**src/rtl/uart_tx_pkg.sv**
```systemverilog
package uart_tx_pkg;

  typedef struct packed {
    logic       stick;
    logic [1:0] wlen;
    logic       rsvd;
    logic       two_stop;
    logic       even;
    logic       par_en;
    logic       brk;
  } line_ctrl_t;

  typedef enum logic [2:0] {
    ST_IDLE,
    ST_START,
    ST_DATA,
    ST_PAR,
    ST_STOP
  } tx_state_e;

endpackage

```
**src/rtl/uart_tx_bit_timer.sv**
```systemverilog
module uart_tx_bit_timer #(
  parameter int OSR = 16
) (
  input  logic clk_i,
  input  logic rst_ni,
  input  logic clear_i,
  input  logic run_i,
  input  logic tick_i,
  output logic bit_done_o
);
  localparam int CW = $clog2(OSR);
  localparam logic [CW-1:0] LAST = CW'(OSR - 1);

  logic [CW-1:0] cnt_q;

  assign bit_done_o = run_i & tick_i & (cnt_q == LAST);

  always_ff @(posedge clk_i or negedge rst_ni) begin
    if (!rst_ni)               cnt_q <= '0;
    else if (clear_i)          cnt_q <= '0;
    else if (run_i && tick_i)  cnt_q <= bit_done_o ? '0 : cnt_q + 1'b1;
  end

  // bit length counts only tick pulses
  p_hold_no_tick_r2: assert property (@(posedge clk_i) disable iff (!rst_ni)
    (!tick_i && !clear_i) |=> $stable(cnt_q));

endmodule

```
**src/rtl/uart_tx_parity.sv**
```systemverilog
module uart_tx_parity #(
  parameter int DW = 8
) (
  input  logic [DW-1:0] data_i,
  input  logic [1:0]    wlen_i,
  input  logic          even_i,
  input  logic          stick_i,
  output logic          par_o
);
  localparam int NMIN = DW - 3;

  logic [DW-1:0] keep;
  logic          ones_odd;

  for (genvar i = 0; i < DW; i++) begin : g_keep
    assign keep[i] = (i < NMIN) || (int'(wlen_i) >= i - NMIN + 1);
  end

  assign ones_odd = ^(data_i & keep);

  always_comb begin
    if (stick_i)     par_o = ~even_i;
    else if (even_i) par_o = ones_odd;
    else             par_o = ~ones_odd;
  end

endmodule

```
**src/rtl/uart_tx_frame_ctl.sv**
```systemverilog
module uart_tx_frame_ctl
  import uart_tx_pkg::*;
#(
  parameter int DW  = 8,
  parameter int OSR = 16
) (
  input  logic          clk_i,
  input  logic          rst_ni,
  input  logic          tick_i,
  input  logic          en_i,
  input  logic          valid_i,
  input  logic [DW-1:0] data_i,
  input  line_ctrl_t    ctrl_i,
  output logic          ready_o,
  output logic          busy_o,
  output logic          line_o
);
  localparam int IW   = $clog2(DW);
  localparam int NMIN = DW - 3;

  tx_state_e     state_q;
  logic [DW-1:0] shift_q;
  logic [IW-1:0] idx_q;
  logic [1:0]    wlen_q;
  logic          pen_q, stp2_q, par_q;
  logic          par_now, bit_done, accept;
  logic [IW-1:0] last_idx;

  assign ready_o  = (state_q == ST_IDLE) && en_i;
  assign accept   = ready_o && valid_i;
  assign busy_o   = (state_q != ST_IDLE);
  assign last_idx = IW'(wlen_q) + IW'(NMIN - 1);

  uart_tx_parity #(.DW(DW)) u_par (
    .data_i  (data_i),
    .wlen_i  (ctrl_i.wlen),
    .even_i  (ctrl_i.even),
    .stick_i (ctrl_i.stick),
    .par_o   (par_now)
  );

  uart_tx_bit_timer #(.OSR(OSR)) u_tmr (
    .clk_i      (clk_i),
    .rst_ni     (rst_ni),
    .clear_i    (accept),
    .run_i      (busy_o),
    .tick_i     (tick_i),
    .bit_done_o (bit_done)
  );

  always_ff @(posedge clk_i or negedge rst_ni) begin
    if (!rst_ni) begin
      state_q <= ST_IDLE;
      shift_q <= '0;
      idx_q   <= '0;
      wlen_q  <= '0;
      pen_q   <= 1'b0;
      stp2_q  <= 1'b0;
      par_q   <= 1'b0;
    end else if (accept) begin
      state_q <= ST_START;
      shift_q <= data_i;
      idx_q   <= '0;
      wlen_q  <= ctrl_i.wlen;
      pen_q   <= ctrl_i.par_en;
      stp2_q  <= ctrl_i.two_stop;
      par_q   <= par_now;
    end else if (bit_done) begin
      unique case (state_q)
        ST_START: state_q <= ST_DATA;
        ST_DATA: begin
          if (idx_q == last_idx) begin
            idx_q   <= '0;
            state_q <= pen_q ? ST_PAR : ST_STOP;
          end else begin
            idx_q   <= idx_q + 1'b1;
            shift_q <= shift_q >> 1;
          end
        end
        ST_PAR: state_q <= ST_STOP;
        ST_STOP: begin
          if (stp2_q && idx_q == '0) idx_q <= 1'b1;
          else begin
            idx_q   <= '0;
            state_q <= ST_IDLE;
          end
        end
        default: state_q <= ST_IDLE;
      endcase
    end
  end

  always_comb begin
    unique case (state_q)
      ST_START: line_o = 1'b0;
      ST_DATA:  line_o = shift_q[0];
      ST_PAR:   line_o = par_q;
      default:  line_o = 1'b1;
    endcase
  end

  p_ready_gate_r8: assert property (@(posedge clk_i) disable iff (!rst_ni)
    ready_o |-> (en_i && !busy_o));
  p_busy_on_accept_r9: assert property (@(posedge clk_i) disable iff (!rst_ni)
    accept |=> busy_o);
  p_start_low_r2: assert property (@(posedge clk_i) disable iff (!rst_ni)
    accept |=> !line_o);
  p_fmt_hold_r10: assert property (@(posedge clk_i) disable iff (!rst_ni)
    (busy_o && !accept) |=> $stable({wlen_q, pen_q, stp2_q, par_q}));

endmodule

```
**src/rtl/uart_frame_tx.sv**
```systemverilog
module uart_frame_tx
  import uart_tx_pkg::*;
#(
  parameter int DW  = 8,
  parameter int OSR = 16
) (
  input  logic          clk_i,
  input  logic          rst_ni,
  input  logic          tick16_i,
  input  logic [DW-1:0] data_i,
  input  logic          valid_i,
  output logic          ready_o,
  input  logic [7:0]    line_ctrl_i,
  input  logic          en_i,
  input  logic          tx_en_i,
  output logic          tx_o,
  output logic          busy_o
);
  line_ctrl_t ctrl;
  logic       line_bit;
  logic       unused_rsvd;

  assign ctrl        = line_ctrl_t'(line_ctrl_i);
  assign unused_rsvd = ctrl.rsvd;

  uart_tx_frame_ctl #(.DW(DW), .OSR(OSR)) u_ctl (
    .clk_i   (clk_i),
    .rst_ni  (rst_ni),
    .tick_i  (tick16_i),
    .en_i    (en_i & tx_en_i),
    .valid_i (valid_i),
    .data_i  (data_i),
    .ctrl_i  (ctrl),
    .ready_o (ready_o),
    .busy_o  (busy_o),
    .line_o  (line_bit)
  );

  // break overrides the line immediately
  assign tx_o = line_bit & ~ctrl.brk;

  p_idle_high_r1: assert property (@(posedge clk_i) disable iff (!rst_ni)
    (!busy_o && !line_ctrl_i[0]) |-> tx_o);
  p_break_low_r7: assert property (@(posedge clk_i) disable iff (!rst_ni)
    line_ctrl_i[0] |-> !tx_o);
  p_enable_gate_r8: assert property (@(posedge clk_i) disable iff (!rst_ni)
    (!en_i || !tx_en_i) |-> !ready_o);

endmodule

```
**config.mk**
```make
export PLATFORM = sky130hd
export DESIGN_NAME = uart_frame_tx
export DESIGN_NICKNAME = d
export VERILOG_FILES = /design/src/rtl/uart_tx_pkg.sv /design/src/rtl/uart_tx_bit_timer.sv /design/src/rtl/uart_tx_parity.sv /design/src/rtl/uart_tx_frame_ctl.sv /design/src/rtl/uart_frame_tx.sv
export SDC_FILE = /design/constraint.sdc
export NUM_CORES = 1
export LEC_CHECK = 0
export ABC_AREA = 1
export BUFFER_PORTS_ARGS = -buffer_cell sky130_fd_sc_hd__buf_2
export CORE_UTILIZATION = 55
export DETAILED_ROUTE_END_ITERATION = 16
export PLACE_DENSITY = 0.78
export REMOVE_ABC_BUFFERS = 1
export SLEW_MARGIN = 30
export SYNTH_ARGS = -nofsm -noshare
export SYNTH_HDL_FRONTEND = slang
export SYNTH_SLANG_ARGS = --single-unit
```
**constraint.sdc**
```tcl
create_clock -name clk_i -period 1.6 [get_ports clk_i]
set_clock_uncertainty 0.15 [all_clocks]
set_input_delay 0.08 -clock clk_i [delete_from_list [all_inputs] [get_ports clk_i]]
set_output_delay 0.08 -clock clk_i [all_outputs]
set_load 0.005 [all_outputs]
```
======== After elaboration in Yosys (flattened, before gate mapping) ========
Cells that the tools add are included.
storage, ports and cells
  bits in registers ....................... 23
  bits of input ports ..................... 22
  output and inout port bits .............. 3
  word-level logic and storage cells ...... 67
cells by class
  add/sub/neg operators ................... 3
  $lt $le $gt $ge ......................... 3
  equality and inequality tests ........... 9
  multiplexer cells ....................... 21
  bitwise gates (word level) .............. 8
  reductions and logical operators ........ 15
operator list
  cell                   count
  $mux W8                4
  $mux W3                8
  $mux W4                3
  $pmux W3 S4            1
  $and A8 B8 Y8          1
  $reduce_xor A8 Y1      1
  $eq A3 B2 Y1 const B   2
  $logic_not A3 Y1       2
  $pmux W3 S2            1
  $reduce_and A3 Y1      2
  $reduce_bool A2 Y1     3
  $reduce_bool A3 Y1     2
  $add A4 B1 Y4 const B  1
  $and A1 B1 Y1          4
  $eq A4 B4 Y1 const B   1
  $ge A2 B2 Y1 const B   2
  $logic_and A1 B1 Y1    4
  $add A2 B3 Y3 const B  1
  $add A3 B1 Y3 const B  1
  $eq A3 B1 Y1 const B   1
  $eq A3 B3 Y1           1
  $eq A3 B3 Y1 const B   1
  $mux W1                3
  $ne A3 B1 Y1 const B   1
  other kinds (6)        8

======== Longest topological paths before layout ========
Gate-level depths: netlist (run 1).
  word-level depth ........................ 6
  depth in mapped cells ................... 11
  gate-level depth less buffers ........... 11

======== Modules after synthesis ========
From an unflattened synthesis (run 1), not the netlist that was laid out.
unflattened totals
  cell total of the unflattened synthesis .. 233
  area, all modules ....................... 1535.2 um^2
by module, submodules not included
  module             instances  cells an instance  area each (um^2)  sequential area each (um^2)
  uart_tx_frame_ctl  1          158                1106.1            475.5
  uart_tx_bit_timer  1          33                 235.2             100.1
  uart_tx_parity     1          38                 176.4             0.0
  uart_frame_tx      1          4                  17.5              0.0

======== Worst setup path before layout (run 1) ========
No wires, ideal clock.
  kind .................................... register to register
  from .................................... register u_ctl.state_q[0]
  to ...................................... register u_ctl.idx_q[2]
  library setup time ...................... 0.127 ns
  data arrival time ....................... 1.250 ns
  data required time ...................... 1.323 ns
  slack ................................... 0.073 ns
  cell stages (with the launch flop) ...... 9
  path buffers ............................ 2
  clock period less this slack ............ 1.527 ns
  cell sequence ........................... dfrtp_1 nor2_4 nand2_4 nor2_4 nand2_4 buf_6 buf_6 nand4_1 a22oi_1
on the way
  longest elaborated chain between the ends .. 5
  elaborated cells on any way between the ends .. 14
  classes of those cells .................. eq/ne: 2; mux: 3; bitwise: 2; reduce/logical: 7
RTL lines
  item                                 RTL line                 text
  from (decl)                          uart_tx_frame_ctl.sv:21  tx_state_e state_q;
  from (signal assigned)               uart_tx_frame_ctl.sv:74  state_q <= pen_q ? ST_PAR : ST_STOP;
  $reduce_bool A3 Y1                   uart_tx_frame_ctl.sv:31  assign busy_o = (state_q != ST_IDLE);
  net busy_o                           uart_frame_tx.sv:17      output logic busy_o
  $and A1 B1 Y1 (2 in a row)           uart_tx_bit_timer.sv:16  assign bit_done_o = run_i & tick_i & (cnt_q == LAST);
  $reduce_bool A2 Y1 (no source line)  --
  $reduce_and A2 Y1 (no source line)   --
  to (signal assigned)                 uart_tx_frame_ctl.sv:76  idx_q <= idx_q + 1'b1;
  to (decl)                            uart_tx_frame_ctl.sv:23  logic [IW-1:0] idx_q;
The timed path passes the listed nets, and every way through them passes these cells. The select of a mux whose other input is x is not followed.
A chain may end at the register's enable or synchronous reset.

======== Final worst setup path (run 1) ========
  from .................................... register u_ctl.state_q[0]
  to ...................................... register u_ctl.shift_q[6]
on the way
  longest elaborated chain between the ends .. 5
  elaborated cells on any way between the ends .. 12
  classes of those cells .................. eq/ne: 2; mux: 1; bitwise: 2; reduce/logical: 7
RTL lines
  item                                                                        RTL line                                          text
  $reduce_bool A3 Y1 / $logic_not A3 Y1 (equally long branches)               uart_tx_frame_ctl.sv:31, uart_tx_frame_ctl.sv:29
  $and A1 B1 Y1 / $logic_and A1 B1 Y1 (equally long branches)                 uart_tx_bit_timer.sv:16, uart_tx_frame_ctl.sv:29
  $and A1 B1 Y1 / $logic_and A1 B1 Y1 (equally long branches)                 uart_tx_bit_timer.sv:16, uart_tx_frame_ctl.sv:30
  $reduce_bool A2 Y1 (no source line) / $ne A2 B1 Y1 (equally long branches)  --
  $reduce_and A3 Y1 (no source line)                                          --
  to (signal assigned)                                                        uart_tx_frame_ctl.sv:62                           shift_q <= data_i;
  to (signal assigned)                                                        uart_tx_frame_ctl.sv:77                           shift_q <= shift_q >> 1;
  to (decl)                                                                   uart_tx_frame_ctl.sv:22                           logic [DW-1:0] shift_q;
Several ways; a longest one is shown, not always the timed one.

==> impl_metrics.json, run 1 <==
{
  "cts_tree": "done",
  "clkTransAtPathRegs_ps": 140,
  "cellPowerDensity_nw_per_um2": 968,
  "swShare": 0.393,
  "static-leakage-power_nw": 1.10,
  "grt_util_all_layers": 0.278,
  "crit_required_ps": 1710,
  "area_growth_pct": 38.3,
  "p_int_w": 0.00120,
  "max-vdd-ir-drop_uv": 895,
  "diodes": 0,
  "ios": 25,
  "grt_busiest_layer": "met2",
  "first_iter_violations": 40,
  "clk_latency_ps": 330,
  "crit_fanout": 6,
  "hold_violations": 1,
  "row_count": 18,
  "final.setup.tns_ps": -1740,
  "min_period_ps": 1750,
  "gp_congestion": 0.806,
  "r2r_start": "u_ctl.state_q[0]",
  "r2r_end": "u_ctl.shift_q[6]",
  "ctsHtreeMaxLevel": 1,
  "p_switching_w": 0.000779,
  "pwr-share-comb": 0.437,
  "gr-usage-met3": 0.0339,
  "io_buffers": 23,
  "postRouteAntennaNets": 0,
  "path_class": "register to register",
  "synth_cell_types": 30,
  "place_inst": 262,
  "antenna_found_initial": 0,
  "startpoint_type": "register",
  "grt_max_degree": 24,
  "p_seq_frac": 0.418,
  "start_util": 0.592,
  "grt_pass1_vias": 1410,
  "wl_per_cell_um": 14.2,
  "core_area_um2": 2500,
  "grt_pass1_wl_um": 5690,
  "clock_tree.root_cell": "clkbuf_4",
  "nNetsFinal": 280,
  "die_w_um": 53.9,
  "holdPathEnd": "u_ctl.shift_q[6]",
  "worst_pin_slew_ps": 521,
  "grt_overflow": 0,
  "fmax_ghz": 0.572,
  "hp-class": "input pin to register",
  "cts_sinks": 23,
  "total_power_w": 0.00198,
  "vias": 1532,
  "r2r_cells": 9,
  "netlist_area_um2": 1480,
  "seq_area_frac_synth": 0.389,
  "setup_viol": 20,
  "min_from": "data_i[6]",
  "dieArea_um2": 2900,
  "status": "complete, but fails checks",
  "cp-end-kind": "register",
  "ys_ff_latch": 23,
  "die_y_um": 53.9,
  "cts_buffers": 3,
  "max-cap-violations": 0,
  "grtUsageMet2": 0.535,
  "dr.pass1.iters": 4,
  "routed_wl_um": 4020,
  "hpwl_um": 2480,
  "fin_area_um2": 2050,
  "max-slew-margin-rel": 0.653,
  "finalNonFillerCells": 284,
  "cp_data_arrival_time_ps": 1860,
  "synthCells": 203,
  "ys_warn_count": 0,
  "reg2reg_slack_ps": -150,
  "whs_path_depth": 5,
  "drive_gt1_frac": 0.402,
  "clockBufferDepth": 2,
  "min_period_over_period": 1.09,
  "violations": "hold timing, setup timing",
  "slew_violations": 0,
  "drc": 0,
  "whs_ps": -2.87,
  "setup_slack_ps": -149,
  "power_frac_clock": 0.145,
  "avgSynthCellArea_um2": 7.29,
  "routed_via_density": 5.39,
  "met1_usage": 0.307,
  "rsz0062_at_grt": "yes",
  "placed_area_um2": 1680
}
power by group through the flow:
stage | registers [W] | clock network, W | logic, W
global placement | 0.000811 | 0 | 0.000569
floorplan | 0.000807 | 0 | 0.000401
CTS | 0.000806 | 0.000275 | 0.000776
finish | 0.000829 | 0.000287 | 0.000865
global route | 0.000839 | 0.000300 | 0.000932
detailed placement | 0.000821 | 0 | 0.000614
worst max-delay path, cell delays in order, from the launching register on:
cell and delay [ps]:
dfrtp_1 450, buf_6 140, nor3_4 140, buf_4 140, buf_6 90, nand2_4 60
o21ai_4 230, buf_6 170, nand2_2 60, nand2_2 50
cells in the mapped netlist (all sizes together):
| cell type | n | area (um2) |
|---|---|---|
| ha | 3 | 37.5 |
| o21ai | 16 | 114 |
| nor3 | 1 | 10.0 |
| xnor2 | 1 | 8.76 |
| nand2 | 88 | 355 |
| a41oi | 1 | 8.76 |
| and3 | 1 | 6.26 |
| nand3 | 19 | 95.1 |
| buf | 3 | 27.5 |
| o22ai | 1 | 6.26 |
| a21oi | 1 | 5.00 |
| nand4 | 4 | 25.0 |
| dfrtp | 23 | 576 |
| a22oi | 1 | 7.51 |
| nor2 | 6 | 40.0 |
| inv | 27 | 101 |
| xor2 | 1 | 8.76 |
| a211oi | 1 | 7.51 |
| o21a | 1 | 7.51 |
| o2111ai | 1 | 8.76 |
| o31ai | 3 | 22.5 |
worst max path at each step:
stage / startpoint / endpoint / slack (ps)
floorplan: u_ctl.state_q[0] / u_ctl.idx_q[2] / -70
global placement: u_ctl.state_q[1] / u_ctl.state_q[0] / 50
detailed placement: u_ctl.state_q[2] / u_ctl.idx_q[2] / 4
CTS: u_ctl.state_q[1] / u_ctl.idx_q[2] / -80
global route: u_ctl.state_q[0] / u_ctl.shift_q[6] / -190
finish: u_ctl.state_q[0] / u_ctl.shift_q[6] / -150
sequential cells by signal (all words and copies together), names as in the netlist:
name               flops
u_ctl.idx_q            3
u_ctl.shift_q          8
u_ctl.wlen_q           2
u_ctl.par_q            1
u_ctl.u_tmr.cnt_q      4
u_ctl.pen_q            1
u_ctl.state_q          3
u_ctl.stp2_q           1
logic make-up after synthesis:
group | count (synthesis) | synth area share
AND/OR/NAND/NOR | 119 | 0.360
buffers and inverters | 30 | 0.0871
AO/OA/AOI/OAI | 26 | 0.127
flip-flops | 23 | 0.389
adder cells (fa/ha/maj) | 3 | 0.0254
XOR/XNOR | 2 | 0.0118
metrics by stage:
step / worst slack, ps / utilization
2_1_floorplan: -68.4 / -
3_3_place_gp: 50.3 / 0.674
3_5_place_dp: 4.47 / 0.674
4_1_cts: -81.1 / 0.772
5_1_grt: -193 / 0.818
6_report: -149 / 0.818
layout by cell type (no fill, tap or decap), types with 3 or more instances in the layout:
master / count
nand2_4: 6
buf_2: 23
nand3_1: 16
buf_4: 8
clkbuf_4: 3
dfrtp_1: 22
buf_6: 8
o31ai_1: 3
o21ai_2: 8
nand2_1: 58
dlygate4sd3_1: 10
o21ai_1: 6
nand4_1: 4
inv_1: 20
nand2_2: 24
nand3_2: 3
inv_2: 6
ha_1: 3
final cells by class:
type | instances | area [um2]
clock buffers | 4 | 26.3
fillers | 170 | 454
inverters | 27 | 104
multi-input cells | 150 | 916
flip-flops and latches | 23 | 577
well taps | 30 | 37.5
repair buffers | 50 | 385
what timing repair did:
item / in CTS / in global routing
endpoints found under the hold margin: 31 / 0
hold buffers: 10 / 0
pin swaps: 8 / 12
resized for setup: 21 / 33
endpoints found under the setup margin: 6 / 22
setup buffers: 6 / 3
metal layers:
metal	routed length [um]	vias to the layer above
li1	-	756
met1	1680	718
met2	2100	44
met3	113	14
met4	129	0
met5	0	-
Note: power is estimated with default switching activity, not from simulation.
==> run 2: changes to the inputs <==
Settings changed: CORE_UTILIZATION 55 to 59, GPL_ROUTABILITY_DRIVEN set to 0, PLACE_DENSITY 0.78 to 0.83.
Clock period 1.6 ns to 2.1 ns, I/O delays scaled along.
==> impl_metrics.json, run 2 (synthesized netlist as in run 1, its figures left out) <==
{
  "finalNonFillerCells": 267,
  "start_util": 0.644,
  "cts_sinks": 23,
  "layout_commonest_cell": "nand2_1",
  "die_y_um": 52.1,
  "clockBufferDepth": 2,
  "pwr-share-comb": 0.348,
  "reg2reg_slack_ps": 100,
  "setup_viol": 0,
  "crit_fanout": 4,
  "rsz0062_at_grt": "no",
  "static-leakage-power_nw": 0.962,
  "holdPathEnd": "u_ctl.shift_q[3]",
  "clock_tree.root_cell": "clkbuf_4",
  "cts_tree": "done",
  "max-slew-margin-rel": 0.653,
  "row_count": 17,
  "dr.pass1.iters": 4,
  "largest_reg_flops": 8,
  "hp-class": "input pin to register",
  "hold_violations": 0,
  "drive_gt1_frac": 0.255,
  "p_int_w": 0.000798,
  "cp-end-kind": "register",
  "total_power_w": 0.00129,
  "nNetsFinal": 265,
  "r2r_end": "u_ctl.par_q",
  "whs_ps": 14.1,
  "r2r_cells": 8,
  "cellPowerDensity_nw_per_um2": 720,
  "ctsHtreeMaxLevel": 1,
  "routed_wl_um": 3350,
  "grt_pass1_wl_um": 5520,
  "grt_max_degree": 24,
  "clk_latency_ps": 310,
  "ios": 25,
  "final.setup.tns_ps": 0,
  "r2r_start": "u_ctl.state_q[0]",
  "final_cell_mix": "80 x nand2_1, 23 x buf_2, 22 x dfrtp_1, 18 x inv_1, 16 x nand3_1",
  "regMostFlops": "u_ctl.shift_q",
  "swShare": 0.379,
  "routed_via_density": 5.55,
  "min_period_over_period": 0.956,
  "grt_pass1_vias": 1376,
  "diodes": 0,
  "postRouteAntennaNets": 0,
  "place_inst": 252,
  "p_switching_w": 0.000487,
  "vias": 1481,
  "max-cap-violations": 0,
  "drc": 0,
  "grt_util_all_layers": 0.277,
  "status": "completed",
  "grt_overflow": 0,
  "crit_required_ps": 2160,
  "slew_violations": 0,
  "cp_data_arrival_time_ps": 2070,
  "dieArea_um2": 2710,
  "first_iter_violations": 24,
  "min_period_ps": 2010,
  "whs_path_depth": 5,
  "core_area_um2": 2300,
  "max-vdd-ir-drop_uv": 586,
  "wl_per_cell_um": 12.6,
  "die_w_um": 52.1,
  "antenna_found_initial": 0,
  "startpoint_type": "input pin",
  "clkTransAtPathRegs_ps": 130,
  "io_buffers": 23,
  "worst_pin_slew_ps": 520,
  "reg_top3": "u_ctl.shift_q (8), u_ctl.u_tmr.cnt_q (4)",
  "cts_buffers": 3,
  "hpwl_um": 2410,
  "path_class": "input pin to register",
  "area_growth_pct": 20.6,
  "power_frac_clock": 0.161,
  "p_seq_frac": 0.491,
  "min_from": "data_i[3]",
  "fmax_ghz": 0.498
}
-- run 2: changes by cell type in the layout (fill, tap and decap cells not counted), sizes merged --
cell | before | now
buf | 40 | 25
-- run 2: how the worst max path moves through the flow --
stage / from / endpoint / slack (ps) / cells past startpoint
floorplan: u_ctl.state_q[0] / u_ctl.idx_q[2] / 430 / 9
global placement: u_ctl.idx_q[0] / u_ctl.shift_q[7] / 430 / 8
detailed placement: u_ctl.state_q[0] / u_ctl.idx_q[2] / 360 / 9
CTS: u_ctl.state_q[0] / u_ctl.par_q / 60 / 8
global route: u_ctl.state_q[0] / u_ctl.par_q / 10 / 8
finish: line_ctrl_i[5] / u_ctl.par_q / 90 / 12
-- run 2: final cells by class --
type	count	area, um2
Clock buffer	4	26.3
Fill cell	165	513
Inverter	27	104
Multi-Input combinational cell	150	812
Sequential cell	23	577
Tap cell	28	35.0
Timing Repair Buffer	35	230
-- run 2: per-stage QoR --
step / utilization / area (um2) / setup slack (ps)
detailed placement: 0.700 / 1610 / 356
CTS: 0.755 / 1740 / 55.7
global route: 0.777 / 1780 / 14.5
finish: 0.777 / 1780 / 92.4
global placement: 0.700 / 1610 / 426
floorplan: - / 1450 / 432
-- run 2: critical path, cell delays in order --
cell	delay, ps
dlygate4sd3_1	520
buf_2	150
nand3_1	100
nand3_1	160
inv_2	60
nand2_1	90
nand3_1	80
nand2_1	60
nand3_1	60
nand3_1	80
dlygate4sd3_1	560
nand2_1	60
-- run 2: timing repair --
item	CTS	global route
setup endpoints to repair	0	1
hold endpoints to repair	33	0
resized for setup	0	15
setup buffers	0	1
hold buffers	10	0
-- run 2: power by group through the flow --
| stage | Sequential (W) | Clock, W | Combinational, W |
|---|---|---|---|
| final | 0.000631 | 0.000206 | 0.000447 |
| after detailed placement | 0.000637 | 0 | 0.000406 |
| after global routing | 0.000643 | 0.000232 | 0.000502 |
| after floorplan | 0.000615 | 0 | 0.000305 |
| after global placement | 0.000629 | 0 | 0.000376 |
| after CTS | 0.000628 | 0.000209 | 0.000420 |
-- run 2: routing by layer --
| layer | routed length, um | GRT usage |
|---|---|---|
| met5 | 0 | 0 |
| met4 | 48 | 0.0991 |
| met3 | 92 | 0.0292 |
| met2 | 1730 | 0.504 |
| met1 | 1480 | 0.330 |
